<file path="config.mk">
export PLATFORM = sky130hd
export DESIGN_NAME = mc_budget_monitor
export DESIGN_NICKNAME = d
export VERILOG_FILES = /design/src/rtl/mcm_pkg.sv /design/src/rtl/mcm_flow_table.sv /design/src/rtl/mcm_gap_timers.sv /design/src/rtl/mcm_packet_policer.sv /design/src/rtl/mc_budget_monitor.sv
export SDC_FILE = /design/constraint.sdc
export NUM_CORES = 1
export LEC_CHECK = 0
export ABC_AREA = 1
export BUFFER_PORTS_ARGS = -buffer_cell sky130_fd_sc_hd__buf_2
export CAP_MARGIN = 5
export CORE_AREA = 2 2 125 127
export DETAILED_ROUTE_END_ITERATION = 10
export DIE_AREA = 0 0 127 129
export GPL_TIMING_DRIVEN = 1
export SLEW_MARGIN = 20
export SYNTH_ARGS = -nofsm -noshare
export SYNTH_HDL_FRONTEND = slang
export SYNTH_SLANG_ARGS = --single-unit
</file>
<file path="constraint.sdc">
create_clock -name clk -period 10.4 [get_ports clk]
set_clock_uncertainty 0.1 [all_clocks]
set_input_delay 1.04 -clock clk [delete_from_list [all_inputs] [get_ports clk]]
set_output_delay 1.04 -clock clk [all_outputs]
set_load 0.03 [all_outputs]
</file>
<file path="src/rtl/mcm_pkg.sv">
`timescale 1ns/1ps
// Shared types for the budget monitor.
// Assumes: nothing beyond IEEE 1800-2017.
package mcm_pkg;

    // Verdict on one offered flit.
    typedef enum logic [1:0] {
        VERD_IDLE     = 2'd0,
        VERD_PASS     = 2'd1,
        VERD_DROP     = 2'd2,
        VERD_ESCALATE = 2'd3
    } verdict_e;

endpackage

</file>
<file path="src/rtl/mcm_flow_table.sv">
`timescale 1ns/1ps
// Per-flow policy table: criticality, priority, length limit and header spacing.
// Assumes: one write port, one combinational read port; a flow is not
// rewritten while one of its packets is in flight.
module mcm_flow_table #(
    parameter int FLOWS  = 4,
    parameter int FLOW_W = 2,
    parameter int LEN_W  = 6,
    parameter int GAP_W  = 8,
    parameter int PRIO_W = 3
) (
    input  logic              clk,
    input  logic              rst_n,
    input  logic              wr_en,
    input  logic [FLOW_W-1:0] wr_flow,
    input  logic              wr_hi,
    input  logic [PRIO_W-1:0] wr_prio,
    input  logic [LEN_W-1:0]  wr_max_len,
    input  logic [GAP_W-1:0]  wr_min_gap,
    input  logic [FLOW_W-1:0] rd_flow,
    output logic              rd_hi,
    output logic [PRIO_W-1:0] rd_prio,
    output logic [LEN_W-1:0]  rd_max_len,
    output logic [GAP_W-1:0]  rd_min_gap
);

    logic              hi_q   [FLOWS];
    logic [PRIO_W-1:0] prio_q [FLOWS];
    logic [LEN_W-1:0]  len_q  [FLOWS];
    logic [GAP_W-1:0]  gap_q  [FLOWS];

    for (genvar f = 0; f < FLOWS; f++) begin : g_entry
        // Store or reset one flow entry.
        always_ff @(posedge clk) begin
            if (!rst_n) begin
                hi_q[f]   <= 1'b0;
                prio_q[f] <= '0;
                len_q[f]  <= '1;
                gap_q[f]  <= '0;
            end else if (wr_en && wr_flow == FLOW_W'(f)) begin
                hi_q[f]   <= wr_hi;
                prio_q[f] <= wr_prio;
                len_q[f]  <= wr_max_len;
                gap_q[f]  <= wr_min_gap;
            end
        end
    end

    // Read the selected entry.
    always_comb begin
        rd_hi      = hi_q[rd_flow];
        rd_prio    = prio_q[rd_flow];
        rd_max_len = len_q[rd_flow];
        rd_min_gap = gap_q[rd_flow];
    end

endmodule

</file>
<file path="src/rtl/mcm_gap_timers.sv">
`timescale 1ns/1ps
// One saturating cycle timer per flow, measuring time since the flow's last
// forwarded header. A restart loads 1, so the value read at a later edge
// equals the edge distance.
// Assumes: at most one restart per cycle.
module mcm_gap_timers #(
    parameter int FLOWS  = 4,
    parameter int FLOW_W = 2,
    parameter int GAP_W  = 8
) (
    input  logic              clk,
    input  logic              rst_n,
    input  logic              restart,
    input  logic [FLOW_W-1:0] restart_flow,
    input  logic [FLOW_W-1:0] rd_flow,
    output logic [GAP_W-1:0]  rd_elapsed
);

    localparam logic [GAP_W-1:0] SAT = '1;

    logic [GAP_W-1:0] tmr_q [FLOWS];

    for (genvar f = 0; f < FLOWS; f++) begin : g_tmr
        // Restart on a forwarded header, otherwise count up to saturation.
        always_ff @(posedge clk) begin
            if (!rst_n) begin
                tmr_q[f] <= SAT;
            end else if (restart && restart_flow == FLOW_W'(f)) begin
                tmr_q[f] <= GAP_W'(1);
            end else if (tmr_q[f] != SAT) begin
                tmr_q[f] <= tmr_q[f] + GAP_W'(1);
            end
        end
    end

    // Read the selected timer.
    assign rd_elapsed = tmr_q[rd_flow];

endmodule

</file>
<file path="src/rtl/mcm_packet_policer.sv">
`timescale 1ns/1ps
// Packet tracker and budget decision. It counts flits of the open packet,
// judges each flit against the flow policy, and registers the forwarded flit,
// the per-packet verdict pulses and the sticky mode-change request.
// Assumes: packets on the injection port are not interleaved; a header
// always opens a new packet.
module mcm_packet_policer
    import mcm_pkg::*;
#(
    parameter int FLOW_W = 2,
    parameter int LEN_W  = 6,
    parameter int GAP_W  = 8,
    parameter int PRIO_W = 3,
    parameter int DATA_W = 16
) (
    input  logic              clk,
    input  logic              rst_n,
    input  logic              in_valid,
    input  logic              in_head,
    input  logic              in_tail,
    input  logic [FLOW_W-1:0] in_flow,
    input  logic [DATA_W-1:0] in_data,
    input  logic              mode_clr,
    output logic [FLOW_W-1:0] sel_flow,
    input  logic              pol_hi,
    input  logic [PRIO_W-1:0] pol_prio,
    input  logic [LEN_W-1:0]  pol_max_len,
    input  logic [GAP_W-1:0]  pol_min_gap,
    input  logic [GAP_W-1:0]  elapsed,
    output logic              tmr_restart,
    output logic              out_valid,
    output logic              out_head,
    output logic              out_tail,
    output logic [FLOW_W-1:0] out_flow,
    output logic [PRIO_W-1:0] out_prio,
    output logic [DATA_W-1:0] out_data,
    output logic              pkt_accept,
    output logic              pkt_reject,
    output logic              mode_req
);

    localparam int CNT_W = LEN_W + 1;
    localparam logic [CNT_W-1:0] CNT_SAT = '1;

    logic              active_q;
    logic              drop_q;
    logic [FLOW_W-1:0] cur_q;
    logic [CNT_W-1:0]  cnt_q;

    logic              take;
    logic              cont_drop;
    logic [CNT_W-1:0]  cnt_now;
    logic              len_bad;
    logic              rate_bad;
    logic              over;
    logic              new_reject;
    logic              mode_set;
    logic              fwd;
    verdict_e          verdict;

    // Select the flow whose policy applies to the offered flit.
    assign sel_flow = in_head ? in_flow : cur_q;

    // Number the offered flit and test both budget limits.
    always_comb begin
        take      = in_valid && (in_head || active_q);
        cont_drop = active_q && drop_q && !in_head;
        if (in_head)
            cnt_now = CNT_W'(1);
        else if (cnt_q == CNT_SAT)
            cnt_now = cnt_q;
        else
            cnt_now = cnt_q + CNT_W'(1);
        len_bad  = cnt_now > {1'b0, pol_max_len};
        rate_bad = in_head && (elapsed < pol_min_gap);
        over     = len_bad || rate_bad;
    end

    // Turn the checks into a verdict by criticality.
    always_comb begin
        if (!take)
            verdict = VERD_IDLE;
        else if (cont_drop)
            verdict = VERD_DROP;
        else if (over)
            verdict = pol_hi ? VERD_ESCALATE : VERD_DROP;
        else
            verdict = VERD_PASS;
        fwd         = (verdict == VERD_PASS) || (verdict == VERD_ESCALATE);
        new_reject  = take && !cont_drop && (verdict == VERD_DROP);
        mode_set    = (verdict == VERD_ESCALATE);
        tmr_restart = fwd && in_head;
    end

    // Track the open packet, its flit count and whether it is being discarded.
    always_ff @(posedge clk) begin
        if (!rst_n) begin
            active_q <= 1'b0;
            drop_q   <= 1'b0;
            cur_q    <= '0;
            cnt_q    <= '0;
        end else if (take) begin
            active_q <= !in_tail;
            drop_q   <= cont_drop || new_reject;
            cur_q    <= sel_flow;
            cnt_q    <= cnt_now;
        end
    end

    // Register the forwarded flit and the packet verdict pulses.
    always_ff @(posedge clk) begin
        if (!rst_n) begin
            out_valid  <= 1'b0;
            out_head   <= 1'b0;
            out_tail   <= 1'b0;
            out_flow   <= '0;
            out_prio   <= '0;
            out_data   <= '0;
            pkt_accept <= 1'b0;
            pkt_reject <= 1'b0;
        end else begin
            out_valid  <= fwd;
            out_head   <= fwd && in_head;
            out_tail   <= fwd && in_tail;
            out_flow   <= sel_flow;
            out_prio   <= pol_prio;
            out_data   <= in_data;
            pkt_accept <= fwd && in_tail;
            pkt_reject <= new_reject;
        end
    end

    // Hold the mode-change request; a new escalation beats a clear.
    always_ff @(posedge clk) begin
        if (!rst_n)
            mode_req <= 1'b0;
        else if (mode_set)
            mode_req <= 1'b1;
        else if (mode_clr)
            mode_req <= 1'b0;
    end

endmodule

</file>
<file path="src/rtl/mc_budget_monitor.sv">
`timescale 1ns/1ps
// Top of the injection budget monitor: policy table, per-flow spacing timers
// and the packet policer.
// Assumes: a single injection port with non-interleaved packets.
module mc_budget_monitor #(
    parameter int FLOWS  = 4,
    parameter int LEN_W  = 6,
    parameter int GAP_W  = 8,
    parameter int PRIO_W = 3,
    parameter int DATA_W = 16,
    localparam int FLOW_W = (FLOWS > 1) ? $clog2(FLOWS) : 1
) (
    input  logic              clk,
    input  logic              rst_n,
    input  logic              cfg_we,
    input  logic [FLOW_W-1:0] cfg_flow,
    input  logic              cfg_hi_crit,
    input  logic [PRIO_W-1:0] cfg_prio,
    input  logic [LEN_W-1:0]  cfg_max_len,
    input  logic [GAP_W-1:0]  cfg_min_gap,
    input  logic              in_valid,
    input  logic              in_head,
    input  logic              in_tail,
    input  logic [FLOW_W-1:0] in_flow,
    input  logic [DATA_W-1:0] in_data,
    input  logic              mode_clr,
    output logic              out_valid,
    output logic              out_head,
    output logic              out_tail,
    output logic [FLOW_W-1:0] out_flow,
    output logic [PRIO_W-1:0] out_prio,
    output logic [DATA_W-1:0] out_data,
    output logic              pkt_accept,
    output logic              pkt_reject,
    output logic              mode_req
);

    logic [FLOW_W-1:0] sel_flow;
    logic              pol_hi;
    logic [PRIO_W-1:0] pol_prio;
    logic [LEN_W-1:0]  pol_max_len;
    logic [GAP_W-1:0]  pol_min_gap;
    logic [GAP_W-1:0]  elapsed;
    logic              tmr_restart;

    mcm_flow_table #(
        .FLOWS(FLOWS), .FLOW_W(FLOW_W), .LEN_W(LEN_W),
        .GAP_W(GAP_W), .PRIO_W(PRIO_W)
    ) u_table (
        .clk(clk), .rst_n(rst_n),
        .wr_en(cfg_we), .wr_flow(cfg_flow), .wr_hi(cfg_hi_crit),
        .wr_prio(cfg_prio), .wr_max_len(cfg_max_len), .wr_min_gap(cfg_min_gap),
        .rd_flow(sel_flow), .rd_hi(pol_hi), .rd_prio(pol_prio),
        .rd_max_len(pol_max_len), .rd_min_gap(pol_min_gap)
    );

    mcm_gap_timers #(
        .FLOWS(FLOWS), .FLOW_W(FLOW_W), .GAP_W(GAP_W)
    ) u_timers (
        .clk(clk), .rst_n(rst_n),
        .restart(tmr_restart), .restart_flow(sel_flow),
        .rd_flow(sel_flow), .rd_elapsed(elapsed)
    );

    mcm_packet_policer #(
        .FLOW_W(FLOW_W), .LEN_W(LEN_W), .GAP_W(GAP_W),
        .PRIO_W(PRIO_W), .DATA_W(DATA_W)
    ) u_policer (
        .clk(clk), .rst_n(rst_n),
        .in_valid(in_valid), .in_head(in_head), .in_tail(in_tail),
        .in_flow(in_flow), .in_data(in_data), .mode_clr(mode_clr),
        .sel_flow(sel_flow), .pol_hi(pol_hi), .pol_prio(pol_prio),
        .pol_max_len(pol_max_len), .pol_min_gap(pol_min_gap),
        .elapsed(elapsed), .tmr_restart(tmr_restart),
        .out_valid(out_valid), .out_head(out_head), .out_tail(out_tail),
        .out_flow(out_flow), .out_prio(out_prio), .out_data(out_data),
        .pkt_accept(pkt_accept), .pkt_reject(pkt_reject), .mode_req(mode_req)
    );

endmodule

</file>
Yosys cells after proc, flatten, opt, wreduce, memory -nomap -nowiden
Memories as Yosys holds them, arrays and structs flattened. A register that Yosys moved wholly into a read port is not among the register bits.
Cells that the tools add are included.
Widths: inputs -> output; s select.
{"block": "totals", "register_bits": 34, "mem_bits_rw": 104, "in_bits": 45, "output_inout_bits": 27, "elab_cells": 162, "n_memories": 5}
{"name": "u_table.gap_q", "depth": 4, "word_bits": 8, "rd": 1, "rd_ports_with_merged_regs": 0, "write_ports": 4, "line": "mcm_flow_table.sv:30", "text": "logic [GAP_W-1:0] gap_q [FLOWS];"}
{"name": "u_timers.tmr_q", "depth": 4, "word_bits": 8, "rd": 5, "rd_ports_with_merged_regs": 0, "write_ports": 4, "line": "mcm_gap_timers.sv:21", "text": "logic [GAP_W-1:0] tmr_q [FLOWS];"}
{"name": "u_table.len_q", "depth": 4, "word_bits": 6, "rd": 1, "rd_ports_with_merged_regs": 0, "write_ports": 4, "line": "mcm_flow_table.sv:29", "text": "logic [LEN_W-1:0] len_q [FLOWS];"}
{"name": "u_table.prio_q", "depth": 4, "word_bits": 3, "rd": 1, "rd_ports_with_merged_regs": 1, "write_ports": 4, "line": "mcm_flow_table.sv:28", "text": "logic [PRIO_W-1:0] prio_q [FLOWS];"}
{"name": "u_table.hi_q", "depth": 4, "word_bits": 1, "rd": 1, "rd_ports_with_merged_regs": 0, "write_ports": 4, "line": "mcm_flow_table.sv:27", "text": "logic hi_q [FLOWS];"}
{"block": "op_classes", "n_addsub": 5, "order_cmp": 2, "eq_ne": 14, "mux": 74, "bitwise_logic": 24, "n_reduce_logical": 27}
{"op": "$mux 8", "n": 12}
{"op": "$mux 1", "n": 48}
{"op": "$add 8x1->8 const B", "n": 4}
{"op": "$ne 8x8->1 const B", "n": 4}
{"op": "$mux 6", "n": 4}
{"op": "$or 1x1->1", "n": 24}
{"op": "$logic_and 1x1->1", "n": 16}
{"op": "$mux 7", "n": 2}
{"op": "$eq 2x2->1 const B", "n": 6}
{"op": "$mux 3", "n": 4}
{"op": "$lt 8x8->1", "n": 1}
{"op": "$mux 2", "n": 4}
{"op": "$add 7x1->7 const B", "n": 1}
{"op": "$eq 7x7->1 const B", "n": 1}
{"op": "$gt 7x6->1", "n": 1}
{"op": "$eq 2x1->1 const B", "n": 3}
{"op": "$logic_not 1->1", "n": 4}
{"op": "$logic_not 2->1", "n": 2}
{"op": "$logic_or 1x1->1", "n": 4}
{"op": "$reduce_bool 2->1", "n": 1}

Depth between registers and ports, before layout
Gate-level depths: netlist of run 1.
{"block": "depth", "word_depth": 17, "depth_mapped": 22, "ltp_nobuf": 21}

Cells and area by module
A second synthesis of run 1 with hierarchy kept.
{"block": "unflattened", "cells_unflattened": 873, "area_unflattened_um2": 7344.5}
{"module": "mcm_flow_table", "instances": 1, "cells_each": 362, "area_per_inst_um2": 3430.8, "seq_area_each_um2": 2152.1}
{"module": "mcm_gap_timers", "instances": 1, "cells_each": 285, "area_per_inst_um2": 2185.8, "seq_area_each_um2": 960.9}
{"module": "mcm_packet_policer", "instances": 1, "cells_each": 226, "area_per_inst_um2": 1727.9, "seq_area_each_um2": 740.7}

Worst setup path before layout of run 1
OpenSTA, ideal clock, no wires.
{"block": "synth_timing", "kind": "in2reg", "startpoint": "input in_head", "endpoint": "memory u_timers.tmr_q[3][0], enable pin", "setup_time_ns": 0.337, "arrival_ns": 3.802, "path_slack_ns": 6.161, "path_stages": 18, "path_buffers": 2, "path_cell_list": "inv_2 nand2_1 nand2_2 nor2_1 buf_2 inv_1 buf_1 o22ai_1 nor2_1 o21ai_0 ha_1 nand3_1 or3b_2 a21oi_1 nand2_2 nand2_4 nand4_4 nand3_1"}
{"item": "from (decl)", "line": "mc_budget_monitor.sv:22", "text": "input logic in_head,"}
{"item": "to (decl)", "line": "mcm_gap_timers.sv:21"}

==> flow_metrics.env, run 1 <==
export IMPL_synthCells=680
export IMPL_post_place_ws_ns=4.75
export IMPL_netlist_area_leader_share_pct=46.4
export IMPL_cts_sinks=141
export IMPL_ir_worst_vdd_uv=134
export IMPL_grt_use_total_pct=19.9
export IMPL_min_to="u_policer.mode_req"
export IMPL_clk_path_buf_depth=2
export IMPL_fin_nets=815
export IMPL_finalPower_uw=1580
export IMPL_dieWidth_um=127
export IMPL_max_freq_mhz=189
export IMPL_setup_tns_ns=0
export IMPL_p_leak_uw=0.00336
export IMPL_synth_most_common_cell="edfxtp_1"
export IMPL_cts_tree="built"
export IMPL_cts_htree_levels=4
export IMPL_fill_cells=1367
export IMPL_drc=0
export IMPL_syn2layout_area_growth_pct=16.7
export IMPL_cts_root_buf="clkbuf_16"
export IMPL_die_h_um=129
export IMPL_r2r_end="u_timers.tmr_q[1][4]"
export IMPL_drt_pass1_iter_count=5
export IMPL_tightest_slew_ns=0.917
export IMPL_rsz0062_at_grt="no"
export IMPL_wirelength_um=15600
export IMPL_dieArea_mm2=0.0164
export IMPL_drtIter0Drc=455
export IMPL_ant_nets=0
export IMPL_combPwrFrac_pct=16.7
export IMPL_power_density_mw_per_mm2=203
export IMPL_viasPerCell=5.33
export IMPL_startpoint_type="primary input"
export IMPL_grt_max_degree=64
export IMPL_wire_per_inst_um=16.3
export IMPL_yosysTopAreaCell="edfxtp_1"
export IMPL_pwr_share_clk_pct=38.1
export IMPL_grt_pass1_wl_um=24800
export IMPL_hold_path_class="reg2reg"
export IMPL_switchingPower_uw=454
export IMPL_antenna_found_initial=0
export IMPL_cts_buffers=17
export IMPL_syn_area_mm2=0.00667
export IMPL_via_count=5079
export IMPL_synth_area_leaders="edfxtp_1 46%, dfxtp_1 11%, nand3_1 5.9%"
export IMPL_hold_viol=0
export IMPL_fp_row_count=45
export IMPL_worstSetupPathType="in2reg"
export IMPL_relSlewSlack_pct=38.7
export IMPL_yosys_warnings=0
export IMPL_min_delay_start="u_policer.mode_req"
export IMPL_fin_util_pct=52.0
export IMPL_run_status="finished clean"
export IMPL_portBuffers=71
export IMPL_synth_cell_types=39
export IMPL_swShare_pct=28.8
export IMPL_finalCritPeriodShare_pct=50.8
export IMPL_globalplace_congestion=0.867
export IMPL_drive_gt1_share_pct=16.5
export IMPL_worstHoldPathCells=2
export IMPL_grt_pass1_vias=4832
export IMPL_grt_ovfl_total=0
export IMPL_cts_hold_buffers_added=0
export IMPL_critPathArrivalTime_ns=5.26
export IMPL_synth_edf_count=103
export IMPL_internal_power_uw=1120
export IMPL_netlist_top_cells_count="103 x edfxtp_1, 97 x nor2_1, 94 x nand2_1"
export IMPL_start_util_pct=44.5
export IMPL_avgSynthCellArea_um2=9.81
export IMPL_seqPwrFrac_pct=45.1
export IMPL_worstPathRequired_ns=10.38
export IMPL_setup_viol=0
export IMPL_cts_setup_buffers=0
export IMPL_synth_seq_cells=141
export IMPL_clk_latency_ns=0.43
export IMPL_drv_cap=0
export IMPL_antenna_cells=0
export IMPL_slew_viol_final=0
export IMPL_ys_flop_type="edfxtp_1"
export IMPL_ys_async_sr_fraction_pct=0
export IMPL_dp_cells=921
export IMPL_layout_cells_non_filler=953
export IMPL_end_kind="flop"
export IMPL_dp_hpwl_um=10900
export IMPL_ys_seq_area_share_pct=57.8
export IMPL_reg2reg_from="u_policer.cur_q[1]"
export IMPL_core_mm2=0.0150
export IMPL_clk_pin_slew_ns=0.06
export IMPL_synthesis_nets=743
export IMPL_finalCriticalPeriod_ns=5.28
export IMPL_fin_ws_ns=5.12
export IMPL_r2r_slack_ns=5.95
export IMPL_cts_resized=0
export IMPL_crit_fanout=15
export IMPL_ios=72
export IMPL_reg2reg_depth=16
worst max path at each step:
stage                           end    start  cells past startpoint  slack, ns
6_report       u_timers.tmr_q[1][4]  in_head                     17       5.12
3_3_place_gp   u_timers.tmr_q[1][7]  in_head                     17       4.94
3_5_place_dp   u_timers.tmr_q[3][0]  in_head                     17       4.75
5_1_grt        u_timers.tmr_q[1][2]  in_head                     17       4.72
2_1_floorplan  u_timers.tmr_q[3][0]  in_head                     18       6.16
4_1_cts        u_timers.tmr_q[1][2]  in_head                     17       5.15
power groups by stage:
stage / Sequential [uW] / Clock, uW / Combinational [uW]
floorplan: 717 / 0 / 186
global placement: 722 / 0 / 257
detailed placement: 721 / 0 / 263
CTS: 711 / 608 / 264
global route: 717 / 635 / 298
finish: 711 / 601 / 264
layer usage:
layer	wire length (um)	share of wire, %	global-route usage (%)	vias to the layer above
li1	-	-	-	2485
met1	7180	46	27.6	2393
met2	7150	46	30.8	184
met3	986	6.3	4.49	17
met4	242	1.6	7.56	0
met5	0	0	0	-
cells by family (layout without fill, tap and decap cells):
logic type      Yosys count  count (layout)  synth area share (%)
buf+inv                 106             191                  6.10
flops                   141             141                  57.8
compound gates           86              86                  8.61
simple gates            304             304                  20.8
fa+ha+maj                18              18                  3.38
xor+xnor                 25              25                  3.28
per-stage QoR:
stage / cell area, um2 / hold WS [ns]
3_3_place_gp: 7190 / 0.347
6_report: 7780 / 0.355
3_5_place_dp: 7190 / 0.353
2_1_floorplan: 6670 / 0.344
5_1_grt: 7780 / 0.407
4_1_cts: 7780 / 0.362
cell usage in the layout, fill, tap and decap left out, types with 4 or more instances in the layout:
cell type    n
a211oi_1     4
a21oi_1     15
a22oi_1     11
buf_2       71
clkbuf_16   17
dfxtp_1     38
edfxtp_1   103
ha_1        18
inv_1       81
inv_6        4
nand2_1     94
nand2_2      9
nand3_1     79
nand4_4      4
nor2_1      97
nor3_1       9
o21ai_0     18
o221ai_1     9
o22a_1       6
o22ai_1     12
xor2_1      25
worst max-delay path, cell delays in order:
cell and delay, ns:
buf_2 0.35, inv_2 0.19, nand2_1 0.13, nand2_2 0.11, nor2_1 0.67, inv_1 0.53, o22ai_1 0.30, nor2_1 0.05
o21ai_0 0.09, ha_1 0.17, nand3_1 0.08, or3b_2 0.45, a21oi_1 0.24, nand2_2 0.13, nand2_4 0.15, nand4_4 0.18
nand3_1 0.37
sequential cells by signal, indices dropped and copies added, names as in the netlist:
name and flops:
u_table.gap_q 32, u_timers.tmr_q 32, u_table.len_q 24, u_policer.out_data 16, u_table.prio_q 12, u_policer.cnt_q 7, u_table.hi_q 4, u_policer.out_prio 3
u_policer.cur_q 2, u_policer.out_flow 2, u_policer.active_q 1, u_policer.drop_q 1, u_policer.mode_req 1, u_policer.out_head 1, u_policer.out_tail 1, u_policer.out_valid 1
u_policer.pkt_reject 1
layout make-up:
class	count	area, um2	share of cell area, %
flip-flops and latches	141	3850	49.5
multi-input cells	433	2410	30.9
clock buffers	18	429	5.51
repair buffers	74	378	4.86
inverters	85	319	4.10
well taps	188	235	3.02
clock inverters	14	159	2.04
Power figures use the tool's default switching activity.
==> run 2, diff against run 1 <==
PLACE_DENSITY = 0.66   (was unset)
clock period = 4.35 ns   (was 10.4 ns; I/O delays follow)
==> flow_metrics.env, run 2 (synthesis gave the netlist of run 1 again) <==
export IMPL_setup_tns_ns=0
export IMPL_dp_hpwl_um=11500
export IMPL_setup_viol=0
export IMPL_drc=0
export IMPL_fp_row_count=45
export IMPL_cp_top_family="simple AND/OR/NAND/NOR gates"
export IMPL_relSlewSlack_pct=37.3
export IMPL_rsz0062_at_grt="no"
export IMPL_fin_ws_ns=0.335
export IMPL_r2r_slack_ns=0.34
export IMPL_max_freq_mhz=249
export IMPL_cp_startpoint="u_policer.cnt_q[0]"
export IMPL_drv_cap=0
export IMPL_fin_nets=821
export IMPL_syn2layout_area_growth_pct=17.9
export IMPL_worst_path_buf_inv=3
export IMPL_path_cells="ha_1, inv_1, nor4_1, inv_1, nor2_1, inv_1, a31oi_1, ha_1, nand3_1, or3b_2, a21oi_1, nand2_2, nand2_4, nand4_4, nand3_1"
export IMPL_cts_sinks=141
export IMPL_end_kind="flop"
export IMPL_grt_ovfl_total=0
export IMPL_portBuffers=71
export IMPL_min_delay_start="in_data[3]"
export IMPL_cp_common_cell="inv_1"
export IMPL_finalCriticalPeriod_ns=4.01
export IMPL_drive_gt1_share_pct=17.0
export IMPL_drt_pass1_iter_count=7
export IMPL_top_regs="u_table.gap_q: 32 flops, u_timers.tmr_q: 32 flops, u_table.len_q: 24 flops"
export IMPL_final_cell_mix="103 x edfxtp_1, 97 x nor2_1, 94 x nand2_1"
export IMPL_cts_setup_buffers=0
export IMPL_cts_htree_levels=4
export IMPL_reg2reg_depth=15
export IMPL_crit_fanout=10
export IMPL_reg2reg_from="u_policer.cnt_q[0]"
export IMPL_power_density_mw_per_mm2=492
export IMPL_start_util_pct=44.5
export IMPL_cts_root_buf="clkbuf_16"
export IMPL_drtIter0Drc=657
export IMPL_final_area_mm2=0.00786
export IMPL_globalplace_congestion=0.895
export IMPL_core_mm2=0.0150
export IMPL_antenna_found_initial=0
export IMPL_ios=72
export IMPL_grt_pass1_wl_um=26200
export IMPL_tightest_slew_ns=0.938
export IMPL_place_area_mm2=0.00724
export IMPL_cts_resized=0
export IMPL_min_to="u_policer.out_data[3]"
export IMPL_hold_path_class="in2reg"
export IMPL_clk_pin_slew_ns=0.06
export IMPL_dieWidth_um=127
export IMPL_critPathSlowestCell="or3b_2"
export IMPL_viasPerCell=5.37
export IMPL_fill_cells=1331
export IMPL_worstPathRequired_ns=4.33
export IMPL_run_status="finished clean"
export IMPL_ant_nets=0
export IMPL_post_place_ws_ns=0.272
export IMPL_worstSetupPathType="reg2reg"
export IMPL_ir_worst_vdd_uv=287
export IMPL_hold_viol=0
export IMPL_antenna_cells=0
export IMPL_critPathArrivalTime_ns=3.99
export IMPL_cts_buffers=17
export IMPL_clk_latency_ns=0.43
export IMPL_grt_use_total_pct=20.9
export IMPL_cts_tree="built"
export IMPL_slew_viol_final=0
export IMPL_cts_hold_buffers_added=0
export IMPL_finalPower_uw=3860
export IMPL_dieArea_mm2=0.0164
export IMPL_die_h_um=129
export IMPL_wire_per_inst_um=16.9
export IMPL_slowest_delay_ns=0.45
export IMPL_clk_path_buf_depth=2
export IMPL_via_count=5149
export IMPL_grt_max_degree=63
export IMPL_worstHoldPathCells=3
export IMPL_mostFrequentLayoutCell="edfxtp_1"
export IMPL_wirelength_um=16200
export IMPL_timing_hold_ws_ns=0.0876
export IMPL_p_leak_uw=0.00340
export IMPL_finalCritPeriodShare_pct=92.3
export IMPL_grt_pass1_vias=4957
export IMPL_r2r_end="u_timers.tmr_q[0][5]"
export IMPL_startpoint_type="flop"
## run 2: worst max path at each step
stage	cells past startpoint	endpoint
final	15	u_timers.tmr_q[0][5]
after detailed placement	17	u_timers.tmr_q[3][6]
after global placement	17	u_timers.tmr_q[3][7]
after global routing	15	u_timers.tmr_q[1][7]
after CTS	15	u_timers.tmr_q[0][5]
after floorplan	18	u_timers.tmr_q[3][0]
## run 2: final cells by class
type                    instances  area [um2]  area share, %
clock buffers                  19         433           5.51
clock inverters                13         190           2.42
inverters                      85         319           4.06
multi-input cells             433        2410           30.6
flip-flops and latches        141        3850           49.0
well taps                     188         235           2.99
repair buffers                 80         423           5.38
## run 2: layer usage
| layer | share of wire (%) | GRT usage, % | wire length (um) |
|---|---|---|---|
| met3 | 5.8 | 4.16 | 945 |
| met5 | 0 | 0 | 0 |
| met4 | 1.6 | 8.40 | 259 |
| met1 | 46 | 29.3 | 7490 |
| met2 | 46 | 32.1 | 7500 |
## run 2: tightest hold or removal path: stages
cell	delay (ns)
buf_2	0.07
nand2_1	0.04
inv_1	0.04
## run 2: where the power goes
group	total [uW]	switching (uW)	internal, uW
Sequential	1710	103	1600
Clock	1520	561	962
Combinational	636	403	233
## run 2: through the flow
| stage | utilization, % | std cells |
|---|---|---|
| after detailed placement | 48.3 | 927 |
| final | 52.5 | 959 |
| after global routing | 52.5 | 959 |
| after global placement | 48.3 | 927 |
| after floorplan | - | 680 |
| after CTS | 52.5 | 959 |
==> run 3, diff against run 2 <==
CTS_BUF_LIST = sky130_fd_sc_hd__clkbuf_8   (was unset)
==> flow_metrics.env, run 3 (synthesis gave the netlist of run 1 again) <==
export IMPL_finalCritPeriodShare_pct=90.5
export IMPL_cts_resized=0
export IMPL_syn2layout_area_growth_pct=15.0
export IMPL_hold_path_class="in2reg"
export IMPL_cts_tree="built"
export IMPL_top_regs="u_table.gap_q: 32 flops, u_timers.tmr_q: 32 flops, u_table.len_q: 24 flops"
export IMPL_dp_hpwl_um=11500
export IMPL_wire_per_inst_um=16.6
export IMPL_ant_nets=0
export IMPL_worstPathRequired_ns=4.36
export IMPL_worstSetupPathType="reg2reg"
export IMPL_startpoint_type="flop"
export IMPL_portBuffers=71
export IMPL_cts_htree_levels=4
export IMPL_start_util_pct=44.5
export IMPL_fill_cells=1370
export IMPL_slew_viol_final=0
export IMPL_drv_cap=0
export IMPL_clk_latency_ns=0.46
export IMPL_cp_top_family="simple AND/OR/NAND/NOR gates"
export IMPL_antenna_found_initial=0
export IMPL_clk_pin_slew_ns=0.08
export IMPL_grt_max_degree=63
export IMPL_wirelength_um=15900
export IMPL_hold_viol=0
export IMPL_path_cells="ha_1, inv_1, nor4_1, inv_1, nor2_1, inv_1, o21ai_0, a21oi_1, ha_1, or3b_2, a21oi_1, nand2_2, nand2_4, nand4_4, nand3_1"
export IMPL_critPathSlowestCell="or3b_2"
export IMPL_fp_row_count=45
export IMPL_dp_cells=927
export IMPL_relSlewSlack_pct=39.1
export IMPL_final_cell_mix="103 x edfxtp_1, 97 x nor2_1, 94 x nand2_1"
export IMPL_place_area_mm2=0.00724
export IMPL_drt_pass1_iter_count=5
export IMPL_mostFrequentLayoutCell="edfxtp_1"
export IMPL_dieWidth_um=127
export IMPL_ios=72
export IMPL_layout_cells_non_filler=959
export IMPL_grt_ovfl_total=0
export IMPL_grt_use_total_pct=20.5
export IMPL_worst_path_buf_inv=3
export IMPL_drc=0
export IMPL_grt_pass1_wl_um=25600
export IMPL_met1_length_um=7500
export IMPL_highest_layer="met4"
export IMPL_crit_fanout=10
export IMPL_timing_hold_ws_ns=0.0545
export IMPL_fin_nets=821
export IMPL_critPathArrivalTime_ns=3.95
export IMPL_cp_common_cell="inv_1"
export IMPL_setup_viol=0
export IMPL_cts_root_buf="clkbuf_8"
export IMPL_core_mm2=0.0150
export IMPL_drtIter0Drc=729
export IMPL_finalCriticalPeriod_ns=3.94
export IMPL_globalplace_congestion=0.895
export IMPL_dr_wl_met3_um=850
export IMPL_wl_met2_um=7340
export IMPL_tightest_slew_ns=0.912
export IMPL_p_leak_uw=0.00333
export IMPL_run_status="finished clean"
export IMPL_cts_hold_buffers_added=0
export IMPL_setup_tns_ns=0
export IMPL_via_count=5105
export IMPL_antenna_cells=0
export IMPL_power_density_mw_per_mm2=453
export IMPL_end_kind="flop"
export IMPL_viasPerCell=5.32
export IMPL_cts_setup_buffers=0
export IMPL_ir_worst_vdd_uv=223
export IMPL_final_area_mm2=0.00767
export IMPL_slowest_delay_ns=0.44
export IMPL_max_freq_mhz=254
export IMPL_cts_buffers=17
export IMPL_rsz0062_at_grt="no"
export IMPL_grt_pass1_vias=4913
export IMPL_clk_path_buf_depth=2
export IMPL_drive_gt1_share_pct=17.0
export IMPL_die_h_um=129
export IMPL_dieArea_mm2=0.0164
export IMPL_cts_sinks=141
==> run 3: changes by cell type in the layout (fill, tap and decap cells not counted), sizes merged <==
cell | before | now
clkbuf | 19 | 17
inv | 85 | 87
==> run 3: where the power goes <==
part | total (uW) | switching (uW) | internal (uW)
Combinational | 636 | 403 | 234
Sequential | 1700 | 102 | 1600
Clock | 1140 | 513 | 623
==> run 3: through the flow <==
| stage | total power, uW | setup slack [ns] | utilization, % |
|---|---|---|---|
| 3_5_place_dp | 2360 | 0.272 | 48.3 |
| 5_1_grt | 3650 | 0.0945 | 51.2 |
| 2_1_floorplan | 2160 | 0.716 | - |
| 4_1_cts | 3500 | 0.470 | 51.2 |
| 6_report | 3470 | 0.412 | 51.2 |
| 3_3_place_gp | 2340 | 0.435 | 48.3 |
==> run 3: final timing paths <==
check        cells after the start                from                      to  slack [ns]
max                             15  u_policer.cnt_q[0]    u_timers.tmr_q[3][6]        0.41
min reg2reg                      2  u_policer.mode_req      u_policer.mode_req        0.37
min                              3         in_data[11]  u_policer.out_data[11]        0.05
max reg2reg                     15  u_policer.cnt_q[0]    u_timers.tmr_q[3][6]        0.41
==> run 3: area by class of cell <==
type,count,area [um2],area share [%]
multi-input combinational,433,2410,31.4
sequential,141,3850,50.2
clock inverter,15,198,2.58
timing repair buffer,80,423,5.51
clock buffer,17,234,3.05
tap,188,235,3.07
inverter,85,319,4.16
==> run 3: tightest hold or removal path: cells and delay by family <==
| kind | cells | cell delay, ns |
|---|---|---|
| buffers and inverters | 2 | 0.11 |
| and+or+nand+nor | 1 | 0.04 |
==> run 3: per-layer routing <==
| metal | track usage (%) | vias up |
|---|---|---|
| met1 | 28.7 | 2426 |
| met3 | 4.91 | 20 |
| met4 | 7.05 | 0 |
| met2 | 31.5 | 166 |
| met5 | 0 | - |
| li1 | - | 2493 |
